$ cat src/rtl/mgpio_pkg.sv
package mgpio_pkg;

    localparam int NPIN     = 12;
    localparam int ADDR_W   = 16;
    localparam int DATA_W   = 32;
    localparam int SYNC_LEN = 2;

    localparam int MASK_LO  = 2;
    localparam int WIN_TOP  = NPIN + MASK_LO;
    localparam logic [ADDR_W-1:0] DIR_OFS = 16'h8000;

    typedef enum logic [1:0] {
        RG_DATA = 2'd0,
        RG_DIR  = 2'd1,
        RG_NONE = 2'd2
    } region_e;

    typedef struct packed {
        region_e          region;
        logic [NPIN-1:0]  mask;
    } decode_t;

    function automatic logic [NPIN-1:0] merge_bits(
        input logic [NPIN-1:0] old_v,
        input logic [NPIN-1:0] new_v,
        input logic [NPIN-1:0] sel
    );
        return (old_v & ~sel) | (new_v & sel);
    endfunction

endpackage

$ cat src/rtl/mgpio_decode.sv
module mgpio_decode
    import mgpio_pkg::*;
(
    input  logic [ADDR_W-1:0] addr,
    output decode_t           dec
);
    logic in_window;
    logic aligned;

    always_comb begin
        aligned   = (addr[MASK_LO-1:0] == '0);
        in_window = aligned && (addr[ADDR_W-1:WIN_TOP] == '0);
        dec.mask  = addr[WIN_TOP-1:MASK_LO];
        if (in_window)
            dec.region = RG_DATA;
        else if (addr == DIR_OFS)
            dec.region = RG_DIR;
        else
            dec.region = RG_NONE;
    end
endmodule

$ cat src/rtl/mgpio_sync.sv
module mgpio_sync #(
    parameter int W      = 12,
    parameter int STAGES = 2
) (
    input  logic         clk,
    input  logic         rst,
    input  logic [W-1:0] d,
    output logic [W-1:0] q
);
    logic [W-1:0] chain [STAGES];

    generate
        for (genvar s = 0; s < STAGES; s++) begin : g_stage
            always_ff @(posedge clk) begin
                if (rst)
                    chain[s] <= '0;
                else if (s == 0)
                    chain[s] <= d;
                else
                    chain[s] <= chain[(s == 0) ? 0 : s-1];
            end
        end
    endgenerate

    assign q = chain[STAGES-1];
endmodule

$ cat src/rtl/mgpio_regs.sv
module mgpio_regs
    import mgpio_pkg::*;
(
    input  logic            clk,
    input  logic            rst,
    input  logic            wr_en,
    input  decode_t         dec,
    input  logic [NPIN-1:0] wbits,
    output logic [NPIN-1:0] out_q,
    output logic [NPIN-1:0] dir_q
);
    always_ff @(posedge clk) begin
        if (rst) begin
            out_q <= '0;
            dir_q <= '0;
        end else if (wr_en) begin
            case (dec.region)
                RG_DATA: out_q <= merge_bits(out_q, wbits, dec.mask);
                RG_DIR:  dir_q <= wbits;
                default: ;
            endcase
        end
    end
endmodule

$ cat src/rtl/mgpio_port.sv
module mgpio_port
    import mgpio_pkg::*;
(
    input  logic              clk,
    input  logic              rst,
    input  logic              req_valid,
    input  logic              req_write,
    input  logic [ADDR_W-1:0] req_addr,
    input  logic [DATA_W-1:0] req_wdata,
    output logic              rsp_valid,
    output logic [DATA_W-1:0] rsp_rdata,
    input  logic [NPIN-1:0]   pin_in,
    output logic [NPIN-1:0]   pin_out,
    output logic [NPIN-1:0]   pin_oe
);
    decode_t          dec;
    logic [NPIN-1:0]  in_sync;
    logic [NPIN-1:0]  out_q;
    logic [NPIN-1:0]  dir_q;
    logic [NPIN-1:0]  level;
    logic [NPIN-1:0]  rd_bits;
    logic             unused_hi;

    assign unused_hi = ^req_wdata[DATA_W-1:NPIN];

    mgpio_decode u_dec (
        .addr (req_addr),
        .dec  (dec)
    );

    mgpio_sync #(.W(NPIN), .STAGES(SYNC_LEN)) u_sync (
        .clk (clk),
        .rst (rst),
        .d   (pin_in),
        .q   (in_sync)
    );

    mgpio_regs u_regs (
        .clk   (clk),
        .rst   (rst),
        .wr_en (req_valid && req_write),
        .dec   (dec),
        .wbits (req_wdata[NPIN-1:0]),
        .out_q (out_q),
        .dir_q (dir_q)
    );

    always_comb begin
        level = merge_bits(in_sync, out_q, dir_q);
        case (dec.region)
            RG_DATA: rd_bits = level & dec.mask;
            RG_DIR:  rd_bits = dir_q;
            default: rd_bits = '0;
        endcase
    end

    always_ff @(posedge clk) begin
        if (rst) begin
            rsp_valid <= 1'b0;
            rsp_rdata <= '0;
        end else begin
            rsp_valid <= req_valid;
            rsp_rdata <= '0;
            if (req_valid && !req_write)
                rsp_rdata[NPIN-1:0] <= rd_bits;
        end
    end

    assign pin_out = out_q;
    assign pin_oe  = dir_q;
endmodule

$ cat config.mk
export PLATFORM = sky130hd
export DESIGN_NAME = mgpio_port
export DESIGN_NICKNAME = d
export VERILOG_FILES = /design/src/rtl/mgpio_pkg.sv /design/src/rtl/mgpio_decode.sv /design/src/rtl/mgpio_sync.sv /design/src/rtl/mgpio_regs.sv /design/src/rtl/mgpio_port.sv
export SDC_FILE = /design/constraint.sdc
export NUM_CORES = 1
export LEC_CHECK = 0
export BUFFER_PORTS_ARGS = -buffer_cell sky130_fd_sc_hd__buf_2
export CAP_MARGIN = 20
export CORE_MARGIN = 2
export CORE_UTILIZATION = 40
export DETAILED_ROUTE_END_ITERATION = 8
export MAX_ROUTING_LAYER = met4
export PLACE_DENSITY = 0.84
export SETUP_SLACK_MARGIN = 0.4
export SKIP_LAST_GASP = 1
export SLEW_MARGIN = 10
export SYNTH_ARGS = -nofsm -noshare
export SYNTH_HDL_FRONTEND = slang
export SYNTH_SLANG_ARGS = --single-unit
$ cat constraint.sdc
create_clock -name clk -period 1.4 [get_ports clk]
set_input_delay 0.21 -clock clk [delete_from_list [all_inputs] [get_ports clk]]
set_output_delay 0.21 -clock clk [all_outputs]
set_load 0.05 [all_outputs]
==> impl_metrics.tcl <==
set metrics [dict create \
    path_cells "buf_8, or4b_4, nand4b_1, buf_6, o21ai_1, a21oi_1" \
    drv_slew 0 \
    finalPower_uw 3620 \
    critPathSlowestCell "or4b_4" \
    whs_path_depth 2 \
    slowest_delay_ns 0.54 \
    critPathTopFamily "simple AND/OR/NAND/NOR gates" \
    clock_latency_ns 0.34 \
    sw_frac_of_total_pct 26.3 \
    critical_path_arrival_ns 1.62 \
    cts.sinks 61 \
    layout-drive-gt1-share_pct 60.7 \
    reg2reg_depth 3 \
    yosys-top-cells-count "61 x dfxtp_1, 26 x nand3_1, 26 x nor2b_1, 22 x buf_4, 14 x a21oi_1" \
    die_y_um 84.0 \
    setup_tns_ns -0.0162 \
    hold_slack_ns 0.0669 \
    placed_area_um2 3100 \
    p_switching_uw 952 \
    p_comb_share_pct 11.7 \
    period_share_pct 101 \
    drt-initial-drc-count 387 \
    htree_levels 3 \
    syn_area_per_cell_um2 9.93 \
    nNetsFinal 434 \
    path_clk_slew_ns 0.07 \
    gp_congestion 0.851 \
    p_leak_uw 0.00167 \
    cts_root_buf "clkbuf_8" \
    ys_types 27 \
    ctsLongestPathBuffers 2 \
    yosys.area.top_type_share_pct 47.7 \
    drc 0 \
    vias_per_cell 5.21 \
    postRouteWirelength_um 7990 \
    die_width_um 84.0 \
    fin_area_um2 4090 \
    crit_type "input port to register" \
    cp.required_ns 1.61 \
    core_area_um2 6280 \
    synth-seq-cells 61 \
    rsz0062_at_grt "true" \
    seqPwrFrac_pct 48.6 \
    fillers 463 \
    synth-edff-count 0 \
    hold_viol 0 \
    ys.flop_type "dfxtp_1" \
    grt_pass1_wl_um 11300 \
    grt_use_total_pct 21.2 \
    synth_area_um2 2560 \
    place_hpwl_um 4410 \
    clock.fmax_ghz 0.709 \
    cap_violations 0 \
    outcome "complete, but fails checks" \
    path_buf_inv 2 \
    yosys.area.top_type "dfxtp_1" \
    pwr-share-clk_pct 39.7 \
    finalCriticalPeriod_ns 1.41 \
    holdBufCountCts 0 \
    num_rows 29 \
    p_int_uw 2670 \
    grt_antenna_before_repair 0 \
    drtPass1Iterations 4 \
    skew_ns 0.0121 \
    reg2reg_from "u_regs.dir_q[4]" \
    synth.most_common_cell "dfxtp_1" \
    cts_buffers 9 \
    setup_viol 2 \
    yosysSeqAreaShare_pct 47.7 \
    vias 2348 \
    synth.area.top_cells "dfxtp_1 48%, buf_4 6.4%, nor2b_1 6.4%, mux2_2 5.3%, nand3_1 5.1%" \
    die_area_um2 7060 \
    grt_pass1_vias 2237 \
    io_buffers 80 \
    io_pins 121 \
    wl_per_cell_um 17.7 \
    power_density_nw_per_um2 886 \
    cts_tree "built" \
    num_antenna_cells 0 \
    hold_class "input port to register" \
    syn_inst 258 \
    yosys_warnings 0 \
    grt_remaining_overflow 0 \
    reg2reg_to "rsp_rdata[4]" \
    reg2reg_slack_ns 0.23 \
    slew_headroom_pct 63.0 \
    irDropWorstVdd_v 0.000572 \
    cp_max_fo 7 \
    area_growth_pct 59.7 \
    layout_setup_ws_ns -0.0103 \
    crit_path_end_kind "register" \
    min_from "rst" \
    grt_max_degree 36 \
    ant_nets 0 \
    tightestPinTransition_ns 0.554 \
    violations "setup timing" \
    async_flop_share_pct 0 \
    cp-start-kind "input port" \
    initial_utilization_pct 40.8 \
    min_to "rsp_valid" \
]
[stage by stage]
step           instances  util [%]  setup WS (ns)
2_1_floorplan        277         -        -0.0247
3_3_place_gp         415      49.4         -0.217
3_5_place_dp         415      49.4         -0.282
4_1_cts              447      62.7          0.167
5_1_grt              451      65.2        -0.0416
6_report             451      65.2        -0.0103
[worst max-delay path by stage]
stage                            end    startpoint  slack [ns]  depth (start not counted)
finish               u_regs.dir_q[9]   req_addr[3]       -0.01                          6
global route         u_regs.dir_q[2]   req_addr[3]       -0.04                          6
CTS                  u_regs.dir_q[4]   req_addr[3]        0.17                          6
detailed placement   u_regs.dir_q[8]  req_addr[10]       -0.28                          6
global placement     u_regs.dir_q[9]  req_addr[10]       -0.22                          6
floorplan           u_regs.dir_q[10]  req_addr[10]       -0.02                          5
[layout by cell type, fill, tap and decap left out, types with 2 or more instances in the layout]
master    synthesis  routed
conb_1            1      20
nand4_1          12      12
nand3_4           0       9
a21oi_2          10      12
buf_4            22      29
a21oi_1          14      12
o21ai_4           0       2
dfxtp_1          61      25
buf_12            2       3
o21ai_1          10       9
dfxtp_4           0      10
dfxtp_2           0      26
buf_6             1      17
clkbuf_8          0      12
clkbuf_1          8       2
mux2_2           12      12
nor2b_1          26      25
buf_2             6      40
nand3_2          10      16
mux2i_1          12      11
nor2_1           13      13
nand3_1          26      11
buf_8             0      30
nor4_4            0       2
nor3_1            2       2
[cells by family after synthesis]
family	synth area share, %
other cells	0.146
flops	47.7
compound gates	8.50
mux	9.97
buf+inv	10.8
simple gates	22.9
[power groups by stage]
stage / clock, uW / combinational, uW / sequential (uW)
after CTS: 1440 / 393 / 1760
final: 1440 / 423 / 1760
after global routing: 1520 / 443 / 1760
after detailed placement: 0 / 356 / 1820
after floorplan: 0 / 258 / 1830
after global placement: 0 / 350 / 1820
[timing repair]
| action | CTS | global route |
|---|---|---|
| setup buffers | 15 | 4 |
| pin swaps | 10 | 11 |
| gates resized for setup | 165 | 24 |
| gates cloned | 2 | 0 |
| endpoints found under the setup margin | 73 | 73 |
[routing by layer]
metal | share of wire [%] | routed length, um | track usage [%]
met5 | 0 | 0 | -
met3 | 9.2 | 732 | 7.32
met1 | 40 | 3210 | 25.2
met4 | 4.2 | 339 | 8.80
met2 | 46 | 3720 | 32.7
[final cells by class]
class / instances / area, um2 / share of cell area (%)
Multi-Input combinational cell: 177 / 1350 / 32.9
Sequential cell: 61 / 1290 / 31.6
Timing Repair Buffer: 121 / 1180 / 28.8
Clock buffer: 14 / 173 / 4.22
Tap cell: 77 / 96.3 / 2.36
Clock inverter: 1 / 5.00 / 0.122
No activity file was read; power rests on OpenSTA's default activity.
